File: src/rtl/fifo_pair_pkg.sv
package fifo_pair_pkg;
  localparam int DATA_W = 8;

  typedef enum logic [2:0] {
    REG_CTRL = 3'd0,
    REG_IEN  = 3'd1,
    REG_IST  = 3'd2,
    REG_TXD  = 3'd3,
    REG_RXD  = 3'd4
  } reg_sel_e;

  localparam int CTL_RX_FLUSH = 31;
  localparam int CTL_TX_FLUSH = 30;
  localparam int CTL_CNT_LSB  = 16;
  localparam int CTL_THLD_LSB = 8;

  localparam int EV_RX_FULL = 31;
  localparam int EV_RX_THLD = 30;
  localparam int EV_DONE    = 28;
  localparam int EV_TX_UNDR = 27;

  localparam logic [31:0] EV_MASK = (32'd1 << EV_RX_FULL) | (32'd1 << EV_RX_THLD)
                                  | (32'd1 << EV_DONE)    | (32'd1 << EV_TX_UNDR);

  localparam int TXD_LAST_BIT = 31;
  localparam int RXD_STAT_LSB = 30;
  localparam logic [1:0] RXS_EMPTY = 2'b00;
  localparam logic [1:0] RXS_DATA  = 2'b01;
endpackage

File: src/rtl/pair_sfifo.sv
module pair_sfifo #(
  parameter int W     = 8,
  parameter int DEPTH = 64,
  localparam int AW   = $clog2(DEPTH),
  localparam int CW   = $clog2(DEPTH + 1)
) (
  input  logic          clk_i,
  input  logic          rst_ni,
  input  logic          flush_i,
  input  logic          push_i,
  input  logic [W-1:0]  wdata_i,
  input  logic          pop_i,
  output logic [W-1:0]  rdata_o,
  output logic          empty_o,
  output logic [CW-1:0] cnt_o
);
  logic [W-1:0]  mem_q [DEPTH];
  logic [AW-1:0] wr_ptr_q, rd_ptr_q;
  logic [CW-1:0] cnt_q;
  logic          full, do_push, do_pop;

  function automatic logic [AW-1:0] ptr_inc(input logic [AW-1:0] p);
    return (p == AW'(DEPTH - 1)) ? '0 : p + 1'b1;
  endfunction

  assign full    = (cnt_q == CW'(DEPTH));
  assign empty_o = (cnt_q == '0);
  assign do_push = push_i && !full && !flush_i;
  assign do_pop  = pop_i && !empty_o && !flush_i;
  assign rdata_o = mem_q[rd_ptr_q];
  assign cnt_o   = cnt_q;

  always_ff @(posedge clk_i) begin
    if (do_push) mem_q[wr_ptr_q] <= wdata_i;
  end

  always_ff @(posedge clk_i or negedge rst_ni) begin
    if (!rst_ni) begin
      wr_ptr_q <= '0;
      rd_ptr_q <= '0;
      cnt_q    <= '0;
    end else if (flush_i) begin
      wr_ptr_q <= '0;
      rd_ptr_q <= '0;
      cnt_q    <= '0;
    end else begin
      if (do_push) wr_ptr_q <= ptr_inc(wr_ptr_q);
      if (do_pop)  rd_ptr_q <= ptr_inc(rd_ptr_q);
      cnt_q <= cnt_q + CW'(do_push) - CW'(do_pop);
    end
  end
endmodule

File: src/rtl/pair_irq_regs.sv
module pair_irq_regs
  import fifo_pair_pkg::*;
(
  input  logic        clk_i,
  input  logic        rst_ni,
  input  logic [31:0] set_i,
  input  logic [31:0] clr_i,
  input  logic        ien_we_i,
  input  logic [31:0] ien_wdata_i,
  output logic [31:0] ien_o,
  output logic [31:0] ist_o,
  output logic        irq_o
);
  logic [31:0] ien_q, ist_q;

  always_ff @(posedge clk_i or negedge rst_ni) begin
    if (!rst_ni) begin
      ien_q <= '0;
      ist_q <= '0;
    end else begin
      if (ien_we_i) ien_q <= ien_wdata_i & EV_MASK;
      // set takes priority over a same-cycle clear
      ist_q <= ((ist_q & ~clr_i) | set_i) & EV_MASK;
    end
  end

  assign ien_o = ien_q;
  assign ist_o = ist_q;
  assign irq_o = |(ist_q & ien_q);
endmodule

File: src/rtl/ctl_fifo_pair.sv
module ctl_fifo_pair
  import fifo_pair_pkg::*;
#(
  parameter int DEPTH  = 64,
  parameter int THLD_W = 6,
  localparam int CW    = $clog2(DEPTH + 1)
) (
  input  logic        clk_i,
  input  logic        rst_ni,
  input  logic        reg_valid_i,
  input  logic        reg_write_i,
  input  logic [2:0]  reg_addr_i,
  input  logic [31:0] reg_wdata_i,
  output logic [31:0] reg_rdata_o,
  input  logic        eng_tx_pop_i,
  output logic        eng_tx_valid_o,
  output logic [7:0]  eng_tx_data_o,
  output logic        eng_tx_last_o,
  input  logic        eng_tx_need_i,
  input  logic        eng_rx_push_i,
  input  logic [7:0]  eng_rx_data_i,
  input  logic        eng_busy_i,
  output logic        irq_o
);
  reg_sel_e             sel;
  logic                 wr, rd;
  logic                 ctrl_wr, rx_flush, tx_flush, tx_push, rx_rd;
  logic [THLD_W-1:0]    thld_q;
  logic [DATA_W:0]      tx_head;
  logic                 tx_empty, rx_empty, rx_full, rx_drop;
  logic [CW-1:0]        tx_cnt, rx_cnt;
  logic [DATA_W-1:0]    rx_head;
  logic                 busy_q;
  logic [31:0]          ev_set, ist_clr, ien, ist;

  assign sel      = reg_sel_e'(reg_addr_i);
  assign wr       = reg_valid_i && reg_write_i;
  assign rd       = reg_valid_i && !reg_write_i;
  assign ctrl_wr  = wr && (sel == REG_CTRL);
  assign rx_flush = ctrl_wr && reg_wdata_i[CTL_RX_FLUSH];
  assign tx_flush = ctrl_wr && reg_wdata_i[CTL_TX_FLUSH];
  assign tx_push  = wr && (sel == REG_TXD);
  assign rx_rd    = rd && (sel == REG_RXD);

  always_ff @(posedge clk_i or negedge rst_ni) begin
    if (!rst_ni) begin
      thld_q <= '0;
      busy_q <= 1'b0;
    end else begin
      if (ctrl_wr) thld_q <= reg_wdata_i[CTL_THLD_LSB +: THLD_W];
      busy_q <= eng_busy_i;
    end
  end

  pair_sfifo #(.W(DATA_W + 1), .DEPTH(DEPTH)) u_tx_fifo (
    .clk_i   (clk_i),
    .rst_ni  (rst_ni),
    .flush_i (tx_flush),
    .push_i  (tx_push),
    .wdata_i ({reg_wdata_i[TXD_LAST_BIT], reg_wdata_i[DATA_W-1:0]}),
    .pop_i   (eng_tx_pop_i),
    .rdata_o (tx_head),
    .empty_o (tx_empty),
    .cnt_o   (tx_cnt)
  );

  pair_sfifo #(.W(DATA_W), .DEPTH(DEPTH)) u_rx_fifo (
    .clk_i   (clk_i),
    .rst_ni  (rst_ni),
    .flush_i (rx_flush),
    .push_i  (eng_rx_push_i),
    .wdata_i (eng_rx_data_i),
    .pop_i   (rx_rd),
    .rdata_o (rx_head),
    .empty_o (rx_empty),
    .cnt_o   (rx_cnt)
  );

  assign eng_tx_valid_o = !tx_empty;
  assign eng_tx_data_o  = tx_head[DATA_W-1:0];
  assign eng_tx_last_o  = tx_head[DATA_W];

  assign rx_full = (rx_cnt == CW'(DEPTH));
  assign rx_drop = eng_rx_push_i && rx_full && !rx_flush;

  always_comb begin
    ev_set             = '0;
    ev_set[EV_RX_FULL] = rx_drop;
    ev_set[EV_RX_THLD] = (thld_q != '0) && (rx_cnt >= CW'(thld_q));
    ev_set[EV_DONE]    = busy_q && !eng_busy_i;
    ev_set[EV_TX_UNDR] = tx_empty && eng_tx_need_i;
  end

  assign ist_clr = (wr && (sel == REG_IST)) ? reg_wdata_i : '0;

  pair_irq_regs u_irq (
    .clk_i       (clk_i),
    .rst_ni      (rst_ni),
    .set_i       (ev_set),
    .clr_i       (ist_clr),
    .ien_we_i    (wr && (sel == REG_IEN)),
    .ien_wdata_i (reg_wdata_i),
    .ien_o       (ien),
    .ist_o       (ist),
    .irq_o       (irq_o)
  );

  always_comb begin
    reg_rdata_o = '0;
    case (sel)
      REG_CTRL: begin
        reg_rdata_o[CTL_CNT_LSB +: CW]      = rx_cnt;
        reg_rdata_o[CTL_THLD_LSB +: THLD_W] = thld_q;
      end
      REG_IEN: reg_rdata_o = ien;
      REG_IST: reg_rdata_o = ist;
      REG_RXD: begin
        reg_rdata_o[RXD_STAT_LSB +: 2] = rx_empty ? RXS_EMPTY : RXS_DATA;
        reg_rdata_o[DATA_W-1:0]        = rx_empty ? '0 : rx_head;
      end
      default: reg_rdata_o = '0;
    endcase
  end
endmodule

File: config.mk
export PLATFORM = sky130hd
export DESIGN_NAME = ctl_fifo_pair
export DESIGN_NICKNAME = d
export VERILOG_FILES = /design/src/rtl/fifo_pair_pkg.sv /design/src/rtl/pair_sfifo.sv /design/src/rtl/pair_irq_regs.sv /design/src/rtl/ctl_fifo_pair.sv
export SDC_FILE = /design/constraint.sdc
export NUM_CORES = 1
export LEC_CHECK = 0
export ABC_AREA = 1
export BUFFER_PORTS_ARGS = -buffer_cell sky130_fd_sc_hd__buf_2
export CAP_MARGIN = 20
export CORE_ASPECT_RATIO = 0.75
export CORE_MARGIN = 2
export CORE_UTILIZATION = 55
export DETAILED_ROUTE_END_ITERATION = 10
export PLACE_DENSITY = 0.82
export SYNTH_ARGS = -nofsm -noshare
export SYNTH_HDL_FRONTEND = slang
export SYNTH_SLANG_ARGS = --single-unit
File: constraint.sdc
create_clock -name clk_i -period 7.26 [get_ports clk_i]
set_input_delay 1.089 -clock clk_i [delete_from_list [all_inputs] [get_ports clk_i]]
set_output_delay 1.089 -clock clk_i [all_outputs]
set_load 0.01 [all_outputs]
== Word-level counts from Yosys, hierarchy flattened ==
Memory sizes are Yosys's and may differ from the RTL's.
Index checks and enable logic that the tools add are counted.

* Register bits after elaboration: 53
* Output and inout bits: 43
* Input port bits: 51
* Memories kept: 2
* Word-level logic and storage cells: 100
* Bits in writable memories: 1088

{| class="wikitable"
|+ Memory list
! memory !! depth !! width !! read ports !! clocked after memory_dff !! write ports !! line !! text
|-
| u_tx_fifo.mem_q || 64 || 9 || 1 || 0 || 1 || pair_sfifo.sv:17 || <nowiki>logic [W-1:0] mem_q [DEPTH];</nowiki>
|-
| u_rx_fifo.mem_q || 64 || 8 || 1 || 0 || 1 || pair_sfifo.sv:17 ||
|}

* Magnitude comparators: 1
* Add/sub/neg operators: 8
* Bitwise operators: 4
* Multiplexer cells: 26
* Reduce and logical (&&, ||, !) cells: 39
* Equality and inequality tests: 10

{| class="wikitable"
|+ Operators by type and width
! kind !! count
|-
| 6-bit 2-to-1 mux || 13
|-
| 32-bit bitwise AND || 2
|-
| 32-bit 2-to-1 mux || 1
|-
| 32-bit inverter || 1
|-
| 32-bit OR || 1
|-
| 32-bit OR reduction || 1
|-
| 6-bit by 1-bit adder with 6-bit output, second input constant || 4
|-
| 6-bit equality test, second input constant || 4
|-
| 1-bit logical AND || 22
|-
| 7-bit 2-to-1 mux || 3
|-
| 8-bit 2-to-1 mux || 2
|-
| 7-bit by 1-bit adder with 7-bit output || 2
|-
| 7-bit equality test, second input constant || 2
|-
| 7-bit logical NOT || 2
|-
| 7-bit by 1-bit subtractor with 7-bit output || 2
|-
| 6-bit one-hot mux with 2 select lines || 1
|-
| 1-bit logical NOT || 8
|-
| 2-bit nonzero test || 4
|-
| 7-bit by 6-bit >= comparator with 1-bit output || 1
|-
| 3-bit by 2-bit equality test with 1-bit output, second input constant || 2
|-
| 2-bit one-hot mux with 3 select lines || 1
|-
| 6-bit nonzero test || 1
|-
| 1-bit 2-to-1 mux || 5
|-
| 3-bit by 1-bit equality test with 1-bit output, second input constant || 1
|-
| other kinds (2) || 2
|}

== Longest topological paths before layout ==
* Word-level depth: 8
* Gate-level depth with buffers: 20

== By module ==
A second synthesis with hierarchy kept.

* Cells, all modules: 4481
* Area, all modules: 48531.5 um^2

{| class="wikitable"
|+ By module, submodules not included
! module !! seq. area each (um^2) !! times used !! cells each !! area each (um^2)
|-
| pair_sfifo (u_tx_fifo) || 17772.0 || 1 || 2163 || 24502.2
|-
| pair_sfifo (u_rx_fifo) || 15850.2 || 1 || 1949 || 21954.8
|-
| ctl_fifo_pair || 175.2 || 1 || 275 || 1321.3
|-
| pair_irq_regs || 200.2 || 1 || 94 || 753.2
|}

== Worst setup path after synthesis ==
No wires, ideal clock.

* Path type: input to register
* From: input reg_addr_i[0]
* To: register u_tx_fifo.cnt_q[6] (netlist: u_tx_fifo.cnt_o[6])
* Stages: 17
* Path buffers: 0
* Required time: 7.143 ns
* Arrival: 3.312 ns
* Slack: 3.831 ns
* Setup time: 0.117 ns
* Cell sequence: nor3_2 -> nand2_2 -> nor2_2 -> nor2_1 -> ha_1 -> inv_1 -> ha_1 -> inv_1 -> fa_1 -> inv_1 -> a21oi_1 -> o21ai_0 -> a21oi_1 -> o21bai_1 -> nand2_1 -> nand2_1 -> nor2_1

* Word-level cells in the longest chain between the ends: 8
* Elaborated cells between the ends (all ways): 12
* Those cells by class: add/sub: 2; eq/ne: 1; mux: 1; reduce/logical: 8

{| class="wikitable"
|+ Ends and longest elaborated chain
! item !! line !! text
|-
| from (decl) || ctl_fifo_pair.sv:12 || <nowiki>input logic [2:0] reg_addr_i,</nowiki>
|-
| 3-bit logical NOT || ctl_fifo_pair.sv:39 || <nowiki>assign ctrl_wr = wr && (sel == REG_CTRL);</nowiki>
|-
| 1-bit logical AND || ctl_fifo_pair.sv:39 ||
|-
| 1-bit logical AND || ctl_fifo_pair.sv:41 || <nowiki>assign tx_flush = ctrl_wr && reg_wdata_i[CTL_TX_FLUSH];</nowiki>
|-
| 1-bit logical NOT || pair_sfifo.sv:28, pair_sfifo.sv:29 ||
|-
| 1-bit logical AND || pair_sfifo.sv:28 || <nowiki>assign do_push = push_i && !full && !flush_i;</nowiki>
|-
| 7-bit by 1-bit adder with 7-bit output || pair_sfifo.sv:49 || <nowiki>cnt_q <= cnt_q + CW'(do_push) - CW'(do_pop);</nowiki>
|-
| 7-bit by 1-bit subtractor with 7-bit output || pair_sfifo.sv:49 ||
|-
| 7-bit 2-to-1 mux (*) || pair_sfifo.sv:42 || <nowiki>end else if (flush_i) begin</nowiki>
|-
| to (signal assigned) || pair_sfifo.sv:49 ||
|-
| to (decl) || pair_sfifo.sv:19 || <nowiki>logic [CW-1:0] cnt_q;</nowiki>
|}

Mark *: on every way between the ends. The rest lies on a longest branch, timed or not.
A chain may end at the register's enable or synchronous reset.

== Worst setup path in the final report ==
* From: register u_rx_fifo.rd_ptr_q[0]
* To: output reg_rdata_o[4]

* Word-level cells in the longest chain between the ends: 3

{| class="wikitable"
|+ Ends and longest elaborated chain
! item !! line !! text
|-
| from (decl) || pair_sfifo.sv:18 || <nowiki>logic [AW-1:0] wr_ptr_q, rd_ptr_q;</nowiki>
|-
| from (signal assigned) || pair_sfifo.sv:48 || <nowiki>if (do_pop) rd_ptr_q <= ptr_inc(rd_ptr_q);</nowiki>
|-
| memory 64 x 8 bit || n/a ||
|-
| 8-bit 2-to-1 mux || ctl_fifo_pair.sv:119 || <nowiki>reg_rdata_o[DATA_W-1:0] = rx_empty ? '0 : rx_head;</nowiki>
|-
| 8-bit 2-to-1 mux || ctl_fifo_pair.sv:110 || <nowiki>case (sel)</nowiki>
|-
| to (decl) || ctl_fifo_pair.sv:14 || <nowiki>output logic [31:0] reg_rdata_o,</nowiki>
|}

Every way passes these cells.

==> flow_summary_export.csv <==
group,metric,value,unit
die,std_cell_rows,93,
clock_tree,post_cts.repair.setup_buffers,0,
sta,fin_crit_sh,0.770,
yosys,yosysWarnings,0,
critical_path,crit_top_cell,"nand3_1",
critical_path,end_kind,"primary output",
global_route,grt_pass1_wl,172000,um
sta,fin_crit,5.59,ns
yosys,avgSynthCellArea,11.6,um2
yosys,async_flop_share,0.0465,
detailed_routing,drtPass1Iterations,6,
detailed_routing,num_vias,31966,
global_route,antenna_found_initial,3,
critical_path,crit_start,"u_rx_fifo.rd_ptr_q[0]$_DFFE_PN0P_",
sta,worst_slack,1.67,ns
yosys,ys_seq_elements,1141,
placement,dpl.cell_count,5091,
critical_path,crit_path_start_kind,"flip-flop",
cells_and_area,layout.nets,4146,
yosys,yosysSeqAreaShare,0.718,
placement,port_buffers,72,
critical_path,reg2reg_depth,20,
global_route,grt_max_degree,182,
clock_tree,cts-htree-levels,3,
clock_tree,cts_tree,"yes",
detailed_routing,wl,114000,um
cells_and_area,layout.filler_cells,6105,
yosys,netlist_instances,4079,
critical_path,crit_required,6.17,ns
clock_tree,cts_sinks,1141,
sta,fin_skew,0.0304,ns
sta,max_freq,179,MHz
die,die_x,343,um
critical_path,cp-endpoint,"reg_rdata_o[4]",
die,fp.dieArea,0.0885,mm2
cells_and_area,finalNonFillerCells,5298,
critical_path,r2r-start,"u_rx_fifo.cnt_o[2]$_DFF_PN0_",
detailed_routing,drt_iter0_drc,4879,
global_route,use_met2,0.376,
detailed_routing,ant_nets,0,
sta,drv_slew,0,
yosys,synth_edf_count,1088,
detailed_routing,vias_per_cell,6.03,
hold_path,hold_depth,2,
die,die_h,258,um
cells_and_area,drive_gt1_frac,0.0695,
yosys,synth_flop_cell,"edfxtp_1",
sta,worstMarginPinSlew,1.13,ns
global_route,met3_usage,0.0619,
die,start_util,0.554,
critical_path,crit_fanout,136,
placement,place_congestion,0.892,
power_and_ir_drop,peakVddDrop,0.295,mV
clock_tree,cts_hold_buf,0,
power_and_ir_drop,powerDensity,347,mW/mm2
clock_tree,cts-resized-gates,0,
clock_tree,insertion_delay,0.70,ns
critical_path,path_cells,"inv_6 -> buf_12 -> nand2_1 -> nand3_1 -> nand3_1 -> nand2_1 -> nand2_1 -> nand3_1 -> nand3_1 -> a21oi_1 -> buf_2",
detailed_routing,wl_per_cell,21.5,um
sta,relSlewSlack,0.250,
cells_and_area,area_growth,9.45,%
global_route,use_met1,0.367,
die,core,0.0855,mm2
clock_tree,cts.path.max_buffers,3,
sta,setup_viol,0,
detailed_routing,drc,0,
cells_and_area,utilization,0.606,
placement,dpl.hpwl,62900,um
sta,holdWs,0.497,ns
placement,pre_cts_ws,2.63,ns
run,maxCapViolCount,0,
yosys,synth.distinct_cells,43,
critical_path,critPathTopFamily,"buffers and inverters",
clock_tree,root_buffer,"clkbuf_16",
die,io_pins,94,
global_route,busiest_layer,"met2",
critical_path,cpPeakStageDelay,0.81,ns
critical_path,r2r_end,"u_rx_fifo.cnt_o[6]$_DFF_PN0_",
global_route,grt.overflow.total,0,
critical_path,crit_slowest_cell,"inv_6",
critical_path,critPathArrivalTime,4.50,ns
clock_tree,clk_pin_slew,0.06,ns
critical_path,cp_num_cells,11,
global_route,first_global_vias,29927,
critical_path,crit_buf_inv,3,
clock_tree,cts_buffers,106,
hold_path,min_path_type,"reg2reg",
sta,tns,0,ns
sta,timing_hold_violations_final,0,
status,status,"completed",
power_and_ir_drop,p_leak,18.4,nW
critical_path,reg2reg_slack,3.57,ns
global_route,grt_util_all_layers,0.253,
yosys,netlist_area,0.0474,mm2
sta,rsz0062_at_grt,"false",
critical_path,crit_type,"reg2out",
==> per-layer routing <==
metal  wire [um]  vias up
met1       44400    15253
met4        3600        2
li1            -    14313
met5          11        -
met3       15100      266
met2       51000     2132
==> how the worst min path moves through the flow <==
stage / endpoint / slack [ns] / startpoint
after floorplan: u_irq.ien_o[27]$_DFFE_PN0P_ / 0.45 / u_irq.ien_o[27]$_DFFE_PN0P_
after global placement: u_irq.ien_o[27]$_DFFE_PN0P_ / 0.47 / u_irq.ien_o[27]$_DFFE_PN0P_
after detailed placement: u_irq.ien_o[27]$_DFFE_PN0P_ / 0.48 / u_irq.ien_o[27]$_DFFE_PN0P_
after CTS: u_irq.ien_o[27]$_DFFE_PN0P_ / 0.50 / u_irq.ien_o[27]$_DFFE_PN0P_
after global routing: u_irq.ien_o[27]$_DFFE_PN0P_ / 0.52 / u_irq.ien_o[27]$_DFFE_PN0P_
final: u_irq.ien_o[27]$_DFFE_PN0P_ / 0.50 / u_irq.ien_o[27]$_DFFE_PN0P_
==> layout by cell type (no fill, tap or decap), types with 7 or more instances in the layout <==
master     instances
nand2_1         1107
clkinv_1          24
a21boi_1          29
dfrtp_1           48
clkbuf_1          28
buf_4             31
bufinv_16          7
inv_1             95
clkinv_2          20
nor3_1            11
buf_2             72
conb_1             7
o22ai_1           85
o21ai_1           19
clkbuf_16        106
buf_12             8
edfxtp_1        1088
a21boi_0          34
o21ai_0          232
nand3_1          492
a21oi_1          112
nand4_1           10
nor2_1           389
ha_1              28
==> layout make-up <==
| class | instances | area [um2] | area share |
|---|---|---|---|
| Sequential cell | 1141 | 34000 | 0.656 |
| Tap cell | 1140 | 1430 | 0.0275 |
| Antenna cell | 2 | 5.00 | 0.0000966 |
| Timing Repair Buffer | 112 | 781 | 0.0151 |
| Clock inverter | 62 | 553 | 0.0107 |
| Multi-Input combinational cell | 2599 | 11800 | 0.229 |
| Clock buffer | 137 | 2800 | 0.0540 |
| Inverter | 105 | 409 | 0.00789 |
==> sequential cells by signal (all words and copies together) (netlist names) <==
| signal | flops |
|---|---|
| u_rx_fifo.mem_q | 512 |
| u_rx_fifo.wr_ptr_q | 6 |
| u_tx_fifo.wr_ptr_q | 6 |
| u_irq.ist_o | 4 |
| u_rx_fifo.cnt_o | 7 |
| u_rx_fifo.rd_ptr_q | 6 |
| thld_q | 6 |
| u_tx_fifo.mem_q | 576 |
| u_tx_fifo.rd_ptr_q | 6 |
| u_tx_fifo.cnt_o | 7 |
| u_irq.ien_o | 4 |
| busy_q | 1 |
==> cells in the mapped netlist (28+ instances only) <==
library cell | number | area share
nand2_1 | 1109 | 0.088
edfxtp_1 | 1088 | 0.69
nand3_1 | 492 | 0.052
nor2_1 | 389 | 0.031
o21ai_0 | 232 | 0.025
a21oi_1 | 112 | 0.012
buf_2 | 106 | 0.011
inv_1 | 98 | 0.0078
clkbuf_1 | 97 | 0.0077
o22ai_1 | 85 | 0.011
dfrtp_1 | 53 | 0.028
a21boi_0 | 34 | 0.0054
a21boi_1 | 29 | 0.0046
ha_1 | 28 | 0.0074
==> power breakdown <==
part	switching [mW]	total (mW)	internal [mW]
registers	0.272	7.69	7.41
clock network	2.42	5.41	2.98
logic	3.55	4.89	1.35
total	6.24	18.0	11.7
==> metrics by stage <==
stage | instance area [um2] | power [mW]
after floorplan | 47400 | 11.0
after global placement | 48300 | 12.3
after detailed placement | 48300 | 12.5
after CTS | 51700 | 17.8
after global routing | 51800 | 18.7
final | 51800 | 18.0
==> kinds of logic (layout without fill, tap and decap cells) <==
| kind of cell | Yosys count | count (layout) | synth area share |
|---|---|---|---|
| adders and majority gates | 30 | 30 | 0.00824 |
| xor gates and xnor gates | 10 | 10 | 0.00185 |
| other | 1 | 9 | 0.0000792 |
| AOI/OAI and AO/OA | 524 | 524 | 0.0618 |
| buffers and inverters | 345 | 416 | 0.0325 |
| DFF | 1141 | 1141 | 0.718 |
| and+or+nand+nor | 2028 | 2028 | 0.178 |
==> worst reg2reg max path, stage by stage, from the launching register on <==
cell and delay, ns:
dfrtp_1 0.41, inv_1 0.12, ha_1 0.16, nand2_1 0.05
nor2_1 0.18, nand3_1 0.12, nand3_1 0.35, inv_1 0.27
ha_1 0.34, inv_1 0.06, ha_1 0.16, inv_1 0.06
fa_1 0.38, inv_1 0.10, a21oi_1 0.07, o21ai_0 0.28
a21oi_1 0.11, o21bai_1 0.19, nand2_1 0.07, nand2_1 0.06
nor2_1 0.04
No activity file was read; power rests on OpenSTA's default activity.
